**src/rtl/h2d_pkg.sv**
```systemverilog
package h2d_pkg;

  typedef enum logic [2:0] {
    HC_ZERO,
    HC_SUB,
    HC_NORM,
    HC_INF,
    HC_NAN
  } hclass_t;

  function automatic int bias_of(input int exp_w);
    return (1 << (exp_w - 1)) - 1;
  endfunction

endpackage

```
**src/rtl/h2d_classify.sv**
```systemverilog
module h2d_classify
  import h2d_pkg::*;
#(
  parameter int SE = 5,
  parameter int SF = 10,
  localparam int SW = 1 + SE + SF
) (
  input  logic [SW-1:0] code,
  output logic          sign,
  output logic [SE-1:0] exp_f,
  output logic [SF-1:0] frac_f,
  output hclass_t       cls
);

  logic exp_zero;
  logic exp_ones;
  logic frac_zero;

  assign sign   = code[SW-1];
  assign exp_f  = code[SW-2 -: SE];
  assign frac_f = code[SF-1:0];

  assign exp_zero  = (exp_f == '0);
  assign exp_ones  = (exp_f == '1);
  assign frac_zero = (frac_f == '0);

  always_comb begin
    if (exp_zero)      cls = frac_zero ? HC_ZERO : HC_SUB;
    else if (exp_ones) cls = frac_zero ? HC_INF : HC_NAN;
    else               cls = HC_NORM;
  end

endmodule

```
**src/rtl/h2d_lzc.sv**
```systemverilog
module h2d_lzc #(
  parameter int W = 10,
  localparam int CW = $clog2(W + 1)
) (
  input  logic [W-1:0]  vec,
  output logic [CW-1:0] cnt
);

  logic hit;

  always_comb begin
    cnt = '0;
    hit = 1'b0;
    for (int i = W - 1; i >= 0; i--) begin
      if (!hit) begin
        if (vec[i]) hit = 1'b1;
        else        cnt = cnt + CW'(1);
      end
    end
  end

endmodule

```
**src/rtl/h2d_assemble.sv**
```systemverilog
module h2d_assemble
  import h2d_pkg::*;
#(
  parameter int SE = 5,
  parameter int SF = 10,
  parameter int DE = 11,
  parameter int DF = 52,
  localparam int CW = $clog2(SF + 1),
  localparam int DW = 1 + DE + DF,
  localparam int PAD = DF - SF,
  localparam int BIAS_DIFF = bias_of(DE) - bias_of(SE)
) (
  input  hclass_t       cls,
  input  logic          sign,
  input  logic [SE-1:0] exp_f,
  input  logic [SF-1:0] frac_f,
  input  logic [CW-1:0] lz,
  output logic [DW-1:0] dbl
);

  logic [CW-1:0] sh;
  logic [SF-1:0] norm_frac;
  logic [DE-1:0] sub_exp;
  logic [DE-1:0] nrm_exp;
  logic [DE-1:0] o_exp;
  logic [SF-1:0] o_top;

  // one extra step past the leading zeros pushes the hidden one out
  assign sh        = lz + CW'(1);
  assign norm_frac = frac_f << sh;
  assign sub_exp   = DE'(BIAS_DIFF) - DE'(lz);
  assign nrm_exp   = DE'(exp_f) + DE'(BIAS_DIFF);

  always_comb begin
    unique case (cls)
      HC_ZERO: begin o_exp = '0;      o_top = '0;        end
      HC_SUB:  begin o_exp = sub_exp; o_top = norm_frac; end
      HC_INF:  begin o_exp = '1;      o_top = '0;        end
      HC_NAN:  begin o_exp = '1;      o_top = frac_f;    end
      default: begin o_exp = nrm_exp; o_top = frac_f;    end
    endcase
  end

  assign dbl = {sign, o_exp, o_top, {PAD{1'b0}}};

endmodule

```
**src/rtl/h2d_pipe.sv**
```systemverilog
module h2d_pipe #(
  parameter int W = 64,
  parameter int DEPTH = 2
) (
  input  logic         clk,
  input  logic         rst,
  input  logic         in_v,
  input  logic [W-1:0] in_d,
  output logic         out_v,
  output logic [W-1:0] out_d
);

  logic [DEPTH-1:0] v_q;
  logic [W-1:0]     d_q [DEPTH];

  always_ff @(posedge clk) begin
    if (rst) v_q[0] <= 1'b0;
    else     v_q[0] <= in_v;
    d_q[0] <= in_d;
  end

  for (genvar s = 1; s < DEPTH; s++) begin : g_stage
    always_ff @(posedge clk) begin
      if (rst) v_q[s] <= 1'b0;
      else     v_q[s] <= v_q[s-1];
      d_q[s] <= d_q[s-1];
    end
  end

  assign out_v = v_q[DEPTH-1];
  assign out_d = d_q[DEPTH-1];

endmodule

```
**src/rtl/h2d_widener.sv**
```systemverilog
module h2d_widener
  import h2d_pkg::*;
#(
  parameter int SE = 5,
  parameter int SF = 10,
  parameter int DE = 11,
  parameter int DF = 52,
  parameter int LATENCY = 2,
  localparam int SW = 1 + SE + SF,
  localparam int DW = 1 + DE + DF,
  localparam int CW = $clog2(SF + 1)
) (
  input  logic          clk,
  input  logic          rst,
  input  logic          in_valid,
  input  logic [SW-1:0] in_half,
  output logic          out_valid,
  output logic [DW-1:0] out_double
);

  logic          f_sign;
  logic [SE-1:0] f_exp;
  logic [SF-1:0] f_frac;
  hclass_t       f_cls;
  logic [CW-1:0] f_lz;
  logic [DW-1:0] f_dbl;

  h2d_classify #(.SE(SE), .SF(SF)) u_cls (
    .code   (in_half),
    .sign   (f_sign),
    .exp_f  (f_exp),
    .frac_f (f_frac),
    .cls    (f_cls)
  );

  h2d_lzc #(.W(SF)) u_lzc (
    .vec (f_frac),
    .cnt (f_lz)
  );

  h2d_assemble #(.SE(SE), .SF(SF), .DE(DE), .DF(DF)) u_asm (
    .cls    (f_cls),
    .sign   (f_sign),
    .exp_f  (f_exp),
    .frac_f (f_frac),
    .lz     (f_lz),
    .dbl    (f_dbl)
  );

  h2d_pipe #(.W(DW), .DEPTH(LATENCY)) u_pipe (
    .clk   (clk),
    .rst   (rst),
    .in_v  (in_valid),
    .in_d  (f_dbl),
    .out_v (out_valid),
    .out_d (out_double)
  );

endmodule

```
**config.mk**
```make
export PLATFORM = sky130hd
export DESIGN_NAME = h2d_widener
export DESIGN_NICKNAME = d
export VERILOG_FILES = /design/src/rtl/h2d_pkg.sv /design/src/rtl/h2d_classify.sv /design/src/rtl/h2d_lzc.sv /design/src/rtl/h2d_assemble.sv /design/src/rtl/h2d_pipe.sv /design/src/rtl/h2d_widener.sv
export SDC_FILE = /design/constraint.sdc
export NUM_CORES = 1
export LEC_CHECK = 0
export BUFFER_PORTS_ARGS = -buffer_cell sky130_fd_sc_hd__clkbuf_2
export CAP_MARGIN = 20
export CORE_ASPECT_RATIO = 0.5
export CORE_UTILIZATION = 50
export DETAILED_ROUTE_END_ITERATION = 8
export GPL_ROUTABILITY_DRIVEN = 0
export HOLD_SLACK_MARGIN = 0.08
export MAX_ROUTING_LAYER = met4
export PLACE_DENSITY_LB_ADDON = 0.15
export REMOVE_ABC_BUFFERS = 1
export SLEW_MARGIN = 20
export SYNTH_ARGS = -nofsm -noshare
export SYNTH_HDL_FRONTEND = slang
export SYNTH_SLANG_ARGS = --single-unit
```
**constraint.sdc**
```tcl
create_clock -name clk -period 8.25 [get_ports clk]
set_input_delay 1.65 -clock clk [delete_from_list [all_inputs] [get_ports clk]]
set_output_delay 1.65 -clock clk [all_outputs]
set_load 0.005 [all_outputs]
```
# Word-level counts from Yosys, hierarchy flattened
# Memories as Yosys holds them, arrays and structs flattened.
# Cells that the tools add are included.
classes:
  add_sub_neg: 12
  multipliers: 0
  div_mod_pow: 0
  magnitude_cmp: 0
  eq_ne: 4
  shift: 1
  muxes: 42
  bitwise_logic: 0
  reduce_logical: 5
ops:
  columns: ["operator", "count"]
  rows:
  - ["$mux W4", 18]
  - ["$add A4 B1 Y4 const B", 9]
  - ["$pmux W11 S3", 1]
  - ["$pmux W10 S2", 1]
  - ["$mux W1", 19]
  - ["$add A5 B10 Y11 const B", 1]
  - ["$sub A10 B4 Y11 const A", 1]
  - ["$logic_not A10 Y1", 1]
  - ["$shl A10 B4 Y10", 1]
  - ["$mux W3", 3]
  - ["$eq A5 B5 Y1 const B", 1]
  - ["$logic_not A5 Y1", 1]
  - ["$reduce_or A2 Y1", 2]
  - ["$eq A3 B1 Y1 const B", 1]
  - ["$eq A3 B2 Y1 const B", 1]
  - ["$eq A3 B3 Y1 const B", 1]
  - ["$logic_not A3 Y1", 1]
  - ["$add A1 B1 Y2 const B", 1]
word_totals:
  regBits: 2
  latchBits: 0
  mem_bits_rw: 128
  mem_bits_ro: 0
  word_cells: 67
  n_memories: 1
mem_list:
  columns: ["name", "depth", "word_bits", "read_ports", "rd_ports_with_merged_regs", "wr", "line", "source"]
  rows:
  - ["u_pipe.d_q", 2, 64, 2, 0, 2, "h2d_pipe.sv:14", "logic [W-1:0] d_q [DEPTH];"]

# Longest topological paths before layout
depth:
  word_depth: 31
  mapped_depth: 26

# Modules after synthesis
# A second synthesis with hierarchy kept.
unflattened:
  cells_unflattened: 440
  area_unflattened_um2: 4778.3
by_module_without_submodules:
  columns: ["module", "n_inst", "cells_each", "area_each_um2", "seq_area_each_um2"]
  rows:
  - ["h2d_pipe", 1, 196, 3095.5, 2602.5]
  - ["h2d_assemble", 1, 143, 1001.0, 0.0]
  - ["h2d_lzc", 1, 72, 485.5, 0.0]
  - ["h2d_classify", 1, 29, 196.4, 0.0]

# Worst setup path before layout
# OpenSTA, ideal clock, no wires.
synth_path:
  path_kind: "input to register"
  from: "input in_half[8]"
  to: "memory u_pipe.d_q[0][48]"
  setup_ns: 0.117
  arrival_ns: 6.596
  path_slack_ns: 1.537
  cell_stages: 24
  cell_sequence: "buf_4 -> nor2_1 -> ha_1 -> o21a_1 -> ha_1 -> nor3b_1 -> o31a_1 -> nor3_1 -> ha_1 -> a31oi_1 -> or2_2 -> ha_1 -> o2111ai_1 -> a31oi_1 -> a311o_1 -> ha_1 -> o221ai_1 -> inv_1 -> ha_1 -> xnor2_1 -> xnor3_2 -> buf_6 -> mux2_2 -> a22o_1"
synth_rtl:
  columns: ["element", "line", "source"]
  rows:
  - ["start, declared", "h2d_widener.sv:16", "input logic [SW-1:0] in_half,"]
  - ["end, declared", "h2d_pipe.sv:14", null]

==> results.json <==
{
  "yosys.area.top_type": "dfxtp_1",
  "routed_wl_microns": 4660,
  "cts_tree": "done",
  "drv_slew": 0,
  "syn_area_sq_mm": 0.00253,
  "clock_latency_ps": 270,
  "num_rows": 17,
  "io_buffers": 41,
  "ioPinCount": 84,
  "leakage_nw": 1.21,
  "critPathMaxStageDelay_ps": 550,
  "synth_cell_types": 64,
  "crit_arrival_ps": 7390,
  "final_cells": 364,
  "crit_slowest_cell": "ha_1",
  "fin_util_pct": 54.0,
  "routedWlPerCell_microns": 12.8,
  "worstPathMaxFanout": 15,
  "critical_path_required_ps": 8420,
  "grt_pass1_wl_microns": 7540,
  "p_total_uw": 403,
  "vias": 1842,
  "dp_cells": 356,
  "cpMostUsedCell": "ha_1",
  "yosys.area.top_type_share_pct": 30.0,
  "start_util_pct": 54.7,
  "cts_buffers": 5,
  "dpl_cell_area_sq_mm": 0.00241,
  "cts_resized": 0,
  "antenna-diode-count": 0,
  "layout-drive-gt1-share_pct": 21.5,
  "power-per-cell-area_mw_per_mm2": 161,
  "synth_edf_count": 0,
  "final.setup_skew_ps": 1.97,
  "synth_seq_cells": 38,
  "clkSlewWorstSetupHoldPaths_ps": 60,
  "core_sq_mm": 0.00464,
  "fmax_mhz": 139,
  "cp_cell_sequence": "clkbuf_2 > nor2_1 > ha_1 > o21a_1 > ha_1 > nor3b_1 > o31a_1 > nor3_1 > ha_1 > a31oi_1 > or2_2 > ha_1 > o2111ai_1 > a31oi_1 > a311o_1 > ha_1 > o221ai_1 > inv_1 > ha_1 > inv_1 > a221oi_1 > a31oi_1 > mux2_2 > a22o_1",
  "viasPerCell": 5.06,
  "synth_cells": 286,
  "fin_ws_ps": 1030,
  "ir_worst_vdd_mv": 0.108,
  "synth-seq-area-share_pct": 30.0,
  "grt_max_degree": 16,
  "cp-start-kind": "input port",
  "grt_pass1_vias": 1515,
  "synth_area_leaders": "dfxtp_1 30%, buf_4 20%, ha_1 4.4%, nand2_1 2.4%, nor2_1 2.4%",
  "area_delta_synth_final_pct": -1.28,
  "worstSetupPathType": "in -> reg",
  "grtUsageTotal_pct": 18.9,
  "cp-end-kind": "register",
  "dieWidth_microns": 103,
  "cts.path.max_buffers": 2,
  "fin_area_sq_mm": 0.00250,
  "dieArea_sq_mm": 0.00538,
  "synth_area_per_cell_sq_um": 8.86,
  "h-tree-depth": 2,
  "min_period_over_period_pct": 87.5,
  "antenna_found_initial": 0,
  "post_cts_buffers": 0,
  "rsz0062_at_grt": "false",
  "cts.sinks": 38,
  "min_period_ps": 7220,
  "grt_remaining_overflow": 0,
  "firstDrtPassIters": 5,
  "synth_flop_cell": "dfxtp_1",
  "drc": 0,
  "setup_viol": 0,
  "pre_cts_slack_ps": 774,
  "nNetsFinal": 325,
  "cts_hold_buffers": 0,
  "first_iter_violations": 130,
  "n_fill_cell": 443,
  "hold_slack_ps": 326,
  "hpwl_microns": 3640,
  "setup_tns_ps": 0,
  "async_flop_share_pct": 0,
  "antenna_left": 0,
  "finalHoldViolations": 0,
  "yosysWarnings": 0,
  "max-cap-violations": 0,
  "outcome": "finished clean",
  "root_buffer": "clkbuf_8",
  "die_h_microns": 52.4,
  "yosysMostFrequentCell": "buf_4",
  "ys_top_cells_by_count": "67 x buf_4, 38 x dfxtp_1, 16 x nand2_1, 16 x nor2_1",
  "hp-class": "reg -> reg"
}
-- placed cells by master, fill, tap and decap left out, drive strengths merged, types with 9 or more instances in the layout --
cell    netlist  routed
nand2        16      16
a21oi        11      11
nor2         18      18
conb          1      42
dfxtp        38      38
clkbuf        5      48
inv          11      11
ha            9       9
-- logic make-up after synthesis --
group	count (synthesis)	share of synthesized area [%]
buffers and inverters	89	23.9
and+or+nand+nor	77	17.6
AOI/OAI and AO/OA	55	16.9
DFF	38	30.0
xor gates and xnor gates	10	4.05
adders and majority gates	9	4.44
muxes	7	2.91
other	1	0.148
-- state kept, by name (all words and copies together) (netlist names) --
name          cells
u_pipe.out_v      1
u_pipe.v_q        1
u_pipe.d_q       36
-- layer usage --
layer  track usage, %  up-vias  share of wire [%]
met5                -        -                  0
met1             25.4      829                 49
met2             30.3      100                 43
met4             2.86        0               0.28
li1                 -      911                  -
met3             3.33        2                7.6
-- worst max-delay path, delay by kind of cell --
family                   cells  cell delay [ps]
buffers and inverters        3              480
AND/OR/NAND/NOR              4             1010
adder cells (fa/ha/maj)      6             1990
multiplexers                 1              280
AO/OA/AOI/OAI               10             1970
-- worst paths after layout --
check / startpoint / end / slack [ps] / depth (start not counted)
max reg2reg: u_pipe.v_q[0] / u_pipe.out_v / 7740 / 1
min reg2reg: u_pipe.d_q[0][47] / u_pipe.d_q[0][111] / 330 / 0
max: in_half[8] / u_pipe.d_q[0][48] / 1030 / 24
min: u_pipe.d_q[0][47] / u_pipe.d_q[0][111] / 330 / 0
-- final cells by class --
cell class | instances | area, sq um | area share, %
Inverter | 11 | 41.3 | 1.65
Clock buffer | 7 | 86.3 | 3.45
Clock inverter | 1 | 5.00 | 0.200
Tap cell | 66 | 82.6 | 3.30
Timing Repair Buffer | 41 | 205 | 8.20
Multi-Input combinational cell | 200 | 1320 | 52.8
Sequential cell | 38 | 761 | 30.4
-- power breakdown --
part | internal, mW | switching (mW) | total, mW
clock | 0.0672 | 0.0543 | 0.122
sequential | 0.195 | 0.00298 | 0.198
combinational | 0.0328 | 0.0500 | 0.0828
(Power assumes the default switching activity.)
